**src/rtl/therm_alert_pkg.sv**
```systemverilog
package therm_alert_pkg;
  localparam int ADDR_W  = 3;
  localparam int DATA_W  = 8;
  localparam int N_TEMP  = 5;
  localparam int N_FAN   = 4;   // {watchdog, drive fail, spin fail, stall}
  localparam int N_MASK  = 3;   // {drive fail, spin fail, stall}

  localparam logic [ADDR_W-1:0] A_SUMMARY = 3'd0;
  localparam logic [ADDR_W-1:0] A_TEMP_ST = 3'd1;
  localparam logic [ADDR_W-1:0] A_FAN_ST  = 3'd2;
  localparam logic [ADDR_W-1:0] A_TEMP_EN = 3'd3;
  localparam logic [ADDR_W-1:0] A_FAN_MSK = 3'd4;

  localparam int BIT_WDOG  = 7;
  localparam int BIT_DRIVE = 5;
  localparam int BIT_SPIN  = 1;
  localparam int BIT_STALL = 0;
endpackage

```
**src/rtl/sticky_bits.sv**
```systemverilog
module sticky_bits #(
  parameter int W = 4
) (
  input  logic         clk,
  input  logic         rst_n,
  input  logic [W-1:0] fault,
  input  logic         clr,
  output logic [W-1:0] q
);
  for (genvar i = 0; i < W; i++) begin : g_bit
    always_ff @(posedge clk) begin
      if (!rst_n) q[i] <= 1'b0;
      else        q[i] <= fault[i] | (q[i] & ~clr);
    end
  end

  assert_latch_R2: assert property (@(posedge clk) disable iff (!rst_n)
    (fault != '0) |=> ((q & $past(fault)) == $past(fault)));
  assert_clear_gone_R3: assert property (@(posedge clk) disable iff (!rst_n)
    clr |=> ((q & ~$past(fault)) == '0));
  assert_hold_R4: assert property (@(posedge clk) disable iff (!rst_n)
    !clr |=> ((q & $past(q)) == $past(q)));
endmodule

```
**src/rtl/alert_merge.sv**
```systemverilog
module alert_merge #(
  parameter int NT = 5,
  parameter int NM = 3
) (
  input  logic          clk,
  input  logic          rst_n,
  input  logic [NT-1:0] temp_q,
  input  logic [NT-1:0] temp_en,
  input  logic          wdog_q,
  input  logic [NM-1:0] fan_q,
  input  logic [NM-1:0] fan_mask,
  output logic          alert_n
);
  logic any_active;
  assign any_active = (|(temp_q & temp_en)) | wdog_q | (|(fan_q & ~fan_mask));

  always_ff @(posedge clk) begin
    if (!rst_n) alert_n <= 1'b1;
    else        alert_n <= ~any_active;
  end

  assert_alert_temp_R6: assert property (@(posedge clk) disable iff (!rst_n)
    (|(temp_q & temp_en)) |=> !alert_n);
  assert_wdog_unmasked_R7: assert property (@(posedge clk) disable iff (!rst_n)
    wdog_q |=> !alert_n);
  assert_alert_release_R8: assert property (@(posedge clk) disable iff (!rst_n)
    ((temp_q & temp_en) == '0 && !wdog_q && (fan_q & ~fan_mask) == '0) |=> alert_n);
endmodule

```
**src/rtl/therm_alert_hub.sv**
```systemverilog
module therm_alert_hub
  import therm_alert_pkg::*;
(
  input  logic              clk,
  input  logic              rst_n,
  input  logic [N_TEMP-1:0] temp_fault,
  input  logic              wdog_expired,
  input  logic              drive_fail,
  input  logic              spin_fail,
  input  logic              fan_stall,
  input  logic              rd_en,
  input  logic              wr_en,
  input  logic [ADDR_W-1:0] addr,
  input  logic [DATA_W-1:0] wr_data,
  output logic [DATA_W-1:0] rd_data,
  output logic              rd_valid,
  output logic              alert_n
);
  localparam int PAD_T = DATA_W - N_TEMP;

  logic [N_TEMP-1:0] temp_q, temp_en_q;
  logic [N_FAN-1:0]  fan_q;
  logic [N_MASK-1:0] mask_q;
  logic              clr_temp, clr_fan;
  logic [DATA_W-1:0] fan_view, mask_view, rd_mux;
  logic              unused_wr_bits;

  assign clr_temp = rd_en && (addr == A_TEMP_ST);
  assign clr_fan  = rd_en && (addr == A_FAN_ST);
  assign unused_wr_bits = ^{wr_data[7:6], wr_data[4:2]};

  sticky_bits #(.W(N_TEMP)) u_temp_st (
    .clk(clk), .rst_n(rst_n), .fault(temp_fault), .clr(clr_temp), .q(temp_q));

  sticky_bits #(.W(N_FAN)) u_fan_st (
    .clk(clk), .rst_n(rst_n),
    .fault({wdog_expired, drive_fail, spin_fail, fan_stall}),
    .clr(clr_fan), .q(fan_q));

  always_ff @(posedge clk) begin
    if (!rst_n) begin
      temp_en_q <= '0;
      mask_q    <= '0;
    end else if (wr_en) begin
      if (addr == A_TEMP_EN) temp_en_q <= wr_data[N_TEMP-1:0];
      if (addr == A_FAN_MSK) mask_q    <= {wr_data[BIT_DRIVE], wr_data[BIT_SPIN], wr_data[BIT_STALL]};
    end
  end

  always_comb begin
    fan_view            = '0;
    fan_view[BIT_WDOG]  = fan_q[3];
    fan_view[BIT_DRIVE] = fan_q[2];
    fan_view[BIT_SPIN]  = fan_q[1];
    fan_view[BIT_STALL] = fan_q[0];
    mask_view            = '0;
    mask_view[BIT_DRIVE] = mask_q[2];
    mask_view[BIT_SPIN]  = mask_q[1];
    mask_view[BIT_STALL] = mask_q[0];
    case (addr)
      A_SUMMARY: rd_mux = {{(DATA_W-2){1'b0}}, |fan_q, |temp_q};
      A_TEMP_ST: rd_mux = {{PAD_T{1'b0}}, temp_q};
      A_FAN_ST:  rd_mux = fan_view;
      A_TEMP_EN: rd_mux = {{PAD_T{1'b0}}, temp_en_q};
      A_FAN_MSK: rd_mux = mask_view;
      default:   rd_mux = '0;
    endcase
  end

  always_ff @(posedge clk) begin
    if (!rst_n) begin
      rd_data  <= '0;
      rd_valid <= 1'b0;
    end else begin
      rd_valid <= rd_en;
      if (rd_en) rd_data <= rd_mux;
    end
  end

  alert_merge #(.NT(N_TEMP), .NM(N_MASK)) u_alert (
    .clk(clk), .rst_n(rst_n),
    .temp_q(temp_q), .temp_en(temp_en_q),
    .wdog_q(fan_q[3]), .fan_q(fan_q[2:0]), .fan_mask(mask_q),
    .alert_n(alert_n));

  assert_rd_valid_R3: assert property (@(posedge clk) disable iff (!rst_n)
    rd_en |=> rd_valid);
  assert_summary_read_keeps_R5: assert property (@(posedge clk) disable iff (!rst_n)
    (rd_en && addr == A_SUMMARY) |=> (temp_q == $past(temp_q) || $past(temp_fault) != '0));
  assert_status_write_ignored_R9: assert property (@(posedge clk) disable iff (!rst_n)
    (wr_en && !rd_en && addr == A_TEMP_ST && temp_fault == '0) |=> temp_q == $past(temp_q));
endmodule

```
**config.mk**
```make
export PLATFORM = sky130hd
export DESIGN_NAME = therm_alert_hub
export DESIGN_NICKNAME = d
export VERILOG_FILES = /design/src/rtl/therm_alert_pkg.sv /design/src/rtl/sticky_bits.sv /design/src/rtl/alert_merge.sv /design/src/rtl/therm_alert_hub.sv
export SDC_FILE = /design/constraint.sdc
export NUM_CORES = 1
export LEC_CHECK = 0
export ABC_AREA = 1
export BUFFER_PORTS_ARGS = -buffer_cell sky130_fd_sc_hd__buf_2
export CORE_ASPECT_RATIO = 0.7
export CORE_MARGIN = 5
export CORE_UTILIZATION = 50
export CTS_BUF_LIST = sky130_fd_sc_hd__clkbuf_8
export DETAILED_ROUTE_END_ITERATION = 8
export GPL_ROUTABILITY_DRIVEN = 0
export PLACE_DENSITY = 0.78
export SLEW_MARGIN = 30
export SYNTH_ARGS = -nofsm -noshare
export SYNTH_HDL_FRONTEND = slang
export SYNTH_SLANG_ARGS = --single-unit
```
**constraint.sdc**
```tcl
create_clock -name clk -period 1.1 [get_ports clk]
set_input_delay 0 -clock clk [delete_from_list [all_inputs] [get_ports clk]]
set_output_delay 0 -clock clk [all_outputs]
set_load 0.005 [all_outputs]
```
Word level (Yosys, flattened, before mapping)
Cells that the tools add are included.
{ "totals": {"out_inout_bits": 10, "in_bits": 24, "ff_bits": 27} }
{ "op_classes": {"eq_ne": 4, "reduce_logical": 9, "bitwise": 26, "mux": 1} }
{ "ops": {"columns": ["op", "n"], "rows": [
  ["$pmux W8 S5", 1],
  ["$or A1 B1 Y1", 11],
  ["$reduce_or A5 Y1", 2],
  ["$and A1 B1 Y1", 9],
  ["$eq A3 B2 Y1 const B", 2],
  ["$and A5 B5 Y5", 1],
  ["$reduce_and A2 Y1", 2],
  ["$reduce_or A4 Y1", 1],
  ["$and A3 B3 Y3", 1],
  ["$eq A3 B1 Y1 const B", 1],
  ["$eq A3 B3 Y1 const B", 1],
  ["$logic_not A3 Y1", 1],
  ["$not A1 Y1", 3],
  ["$not A3 Y3", 1],
  ["$reduce_or A3 Y1", 1],
  ["$logic_and A1 B1 Y1", 2]
]} }

Longest topological paths before layout
{ "logic_depth": {"ltp_word": 5, "depth_mapped": 8} }

Cells and area by module
A second synthesis with hierarchy kept.
{ "unflattened": {"hier_cells": 176, "area_unflattened_um2": 1221.2} }
{ "modules_own_cells": {"columns": ["mod", "area_per_inst_um2", "instances", "seq_area_each_um2", "cells_per_inst"], "rows": [
  ["therm_alert_hub", 813.3, 1, 320.3, 114],
  ["sticky_bits at u_temp_st", 170.2, 1, 100.1, 22],
  ["sticky_bits at u_fan_st", 137.6, 1, 80.1, 18],
  ["alert_merge", 100.1, 1, 20.0, 22]
]} }

Worst setup path before layout
Ideal clock, no wire load.
{ "synth_timing": {"path_type": "reg-to-reg", "from": "register u_temp_st.q[0]", "to": "register rd_data[0]", "period_less_slack_ns": 0.794, "t_required_ns": 0.977, "n_path_buf": 0, "arrival_time_ns": 0.672, "path_stages_with_launch": 7, "setup_slack_ns": 0.306, "path_cell_list": "dfxtp_1 -> nor2_1 -> nand4_1 -> nand3_1 -> nand2_1 -> nand2_1 -> a21oi_1"} }
{ "synth_between": {"elab_chain_cells": 2} }
{ "synth_rtl": {"columns": ["item", "line", "rtl"], "rows": [
  ["from (decl)", "sticky_bits.sv:8", "output logic [W-1:0] q"],
  ["from (signal, indexed assignment)", "sticky_bits.sv:13", "else q[i] <= fault[i] | (q[i] & ~clr);"],
  ["$reduce_or A5 Y1", "therm_alert_hub.sv:61", "A_SUMMARY: rd_mux = {{(DATA_W-2){1'b0}}, |fan_q, |temp_q};"],
  ["$pmux W8 S5 (*)", "therm_alert_hub.sv:60", "case (addr)"],
  ["to (signal assigned)", "therm_alert_hub.sv:76", "if (rd_en) rd_data <= rd_mux;"],
  ["to (decl)", "therm_alert_hub.sv:15", "output logic [DATA_W-1:0] rd_data,"]
]} }
Every way passes the cells marked *; elsewhere a longest branch is shown, timed or not.
A chain may end at the register's enable or synchronous reset.

Worst setup path after layout
{ "layout_timing": {"from": "register u_temp_st.q[4]", "to": "register rd_data[0]"} }
{ "layout_between": {"elab_chain_cells": 2} }
{ "layout_rtl": {"columns": ["item", "line"], "rows": [
  ["$reduce_or A5 Y1", "therm_alert_hub.sv:61"],
  ["$pmux W8 S5", "therm_alert_hub.sv:60"]
]} }
Every way passes these cells.

==> flow_summary.toml <==
[sta]
fmax_mhz = 1050
fin_ws_ps = 148
hold_violations = 0
fin_crit_ps = 952
post-route-period-util_pct = 86.5
slew_viol_final = 0
whs_ps = 16.0
rsz0062_at_grt = "no"
finalSetupViolations = 0
fin_tns_setup_ps = 0
fin_skew_ps = 5.33

[placed_design]
place_area_sq_mm = 0.00129
post-dp-hpwl_um = 2090
preCtsSetupSlack_ps = 105
io_buffer_count = 30

[clock_network]
post_cts_resized = 0
post-cts-setup-buffers = 0
clk-insertion-delay-late_ps = 270
cts_tree = "done"
cts.clk_slew.worst_paths_ps = 90
cts_made_buffers = 3
cts.sinks = 26
cts-root-buf = "clkbuf_8"
clockBufferDepth = 2
ctsHtreeMaxLevel = 1

[grt]
globalRoute.totalOverflow = 0
antenna_found_initial = 0
use_met3_pct = 5.80
first_global_vias = 1002
grt.met2_usage_pct = 27.1
use_met1_pct = 23.3
grt_max_degree = 17
grt.busiest_layer = "met2"
track_usage_pct = 17.2
grt_pass1_wl_um = 4540

[pwr]
power_density_mw_per_mm2 = 1400
p_total_mw = 2.04
p_leak_nw = 0.637
vdd_drop_max_uv = 1060

[synth]
yosysUniqueCellTypes = 23
syn_inst = 152
synth_nets = 176
synth-seq-cells = 26
yosysWarnings = 0
ys_seq_area_share_pct = 45.1
synth.cell_area_sq_mm = 0.00115
avgSynthCellArea_sq_um = 7.60

[worst_setup_path]
path_buf_inv = 1
slowest_stage = "dfxtp_1"
critPathMaxFanout = 3
cp-end-kind = "register"
required_ps = 1300
cpPeakStageDelay_ps = 390
arrival_ps = 1150
cp_common_cell = "nand2_1"
crit_type = "register to register"
start_kind = "register"
path_cells = "inv_1 > nand4_1 > nand3_1 > nand2_1 > nand2_1 > a21oi_1"
path_delay_family = "flip-flops"

[layout]
mostFrequentLayoutCell = "buf_2"
layout_common_cells = "buf_2, dfxtp_1, a21oi_1, nand2_1, inv_1"
layout-drive-gt1-share_pct = 22.3
layout.nets = 213
areaGrowthSynthToFinish_pct = 26.1
final_area_sq_mm = 0.00146
regArea_sq_um = 520
final.fill_count = 209
multiInputGateArea_sq_um = 513
antenna_cells = 0

[detailed_routing]
drc = 0
drt_iter0_drc = 68
antenna_left = 0
wl_per_cell_um = 12.2
wl_um = 2690
vias = 1149
drt-pass1-iter-count = 4
avgViaCountPerCell = 5.22

[job]
maxCapViolations = 0

[floorplanning]
die-area_sq_mm = 0.00339
std_cell_rows = 14
fp.dieW_um = 67.4
core_area_sq_mm = 0.00217
initial_core_util_pct = 53.2
io_pins = 34
die_h_um = 50.2

[worst_hold_path]
worstHoldPathType = "primary input to register"

[outcome]
status = "complete, no violations"
[cell usage after synthesis]
cell type	count	area share [%]
o21ai_0	8	3.5
a21oi_1	24	10
buf_2	1	0.43
nor2_1	15	4.9
nand3_2	1	0.87
nand2_1	23	7.5
nand3_1	9	3.9
dfxtp_1	26	45
conb_1	1	0.32
buf_6	2	2.0
a21oi_2	1	0.76
nand4_1	7	3.8
nand4_2	1	1.1
inv_2	3	0.98
a221oi_1	2	1.5
o22ai_1	4	2.2
or2_1	1	0.54
inv_1	16	5.2
nand4_4	1	1.8
buf_4	2	1.3
nor2_4	1	0.98
clkbuf_1	2	0.65
o21ai_1	1	0.43
[routing by layer]
layer / vias up / routed length (um)
li1: 589 / -
met1: 519 / 1260
met2: 39 / 1250
met3: 2 / 172
met4: 0 / 4
met5: - / 0
[area by class of cell]
| type | instances | area share (%) |
|---|---|---|
| clock buffer | 3 | 2.84 |
| clock inverter | 1 | 2.06 |
| inverter | 19 | 4.90 |
| multi-input combinational | 100 | 35.2 |
| sequential | 26 | 35.7 |
| tap | 32 | 2.75 |
| timing repair buffer | 39 | 16.5 |
[repair_timing]
action                     CTS  global route
setup endpoints to repair    0             0
hold buffers                 9             0
hold endpoints to repair     9             0
[power breakdown]
part | internal (mW) | switching (mW) | leakage, nW | total [mW]
combinational | 0.106 | 0.138 | 0.387 | 0.244
sequential | 0.986 | 0.0317 | 0.214 | 1.02
clock | 0.487 | 0.287 | 0.0357 | 0.774
total | 1.58 | 0.457 | 0.637 | 2.04
[cell families after synthesis]
logic type,count (synthesis),share of synthesized area (%)
flops,26,45.1
other cells,1,0.325
compound gates,40,18.7
simple gates,59,25.4
buf+inv,26,10.5
[registers in the layout, summed over array words and instances (netlist names)]
name and count:
u_temp_st.q 5, rd_valid 1, temp_en_q 5, u_fan_st.q 4, u_alert.alert_n 1, mask_q 3
rd_data 7
[final timing paths]
kind | cells past startpoint | start | to | slack (ps)
hold / removal | 2 | rst_n | u_alert.alert_n | 20
setup / recovery | 6 | u_temp_st.q[4] | rd_data[0] | 150
setup reg to reg | 6 | u_temp_st.q[4] | rd_data[0] | 150
hold reg to reg | 2 | rd_data[4] | rd_data[4] | 460
[metrics by stage]
stage	std cells	utilization [%]
final	220	67.1
after detailed placement	207	59.6
after global routing	220	67.1
after global placement	207	59.6
after CTS	220	67.1
after floorplan	152	-
Note: power is estimated with default switching activity, not from simulation.
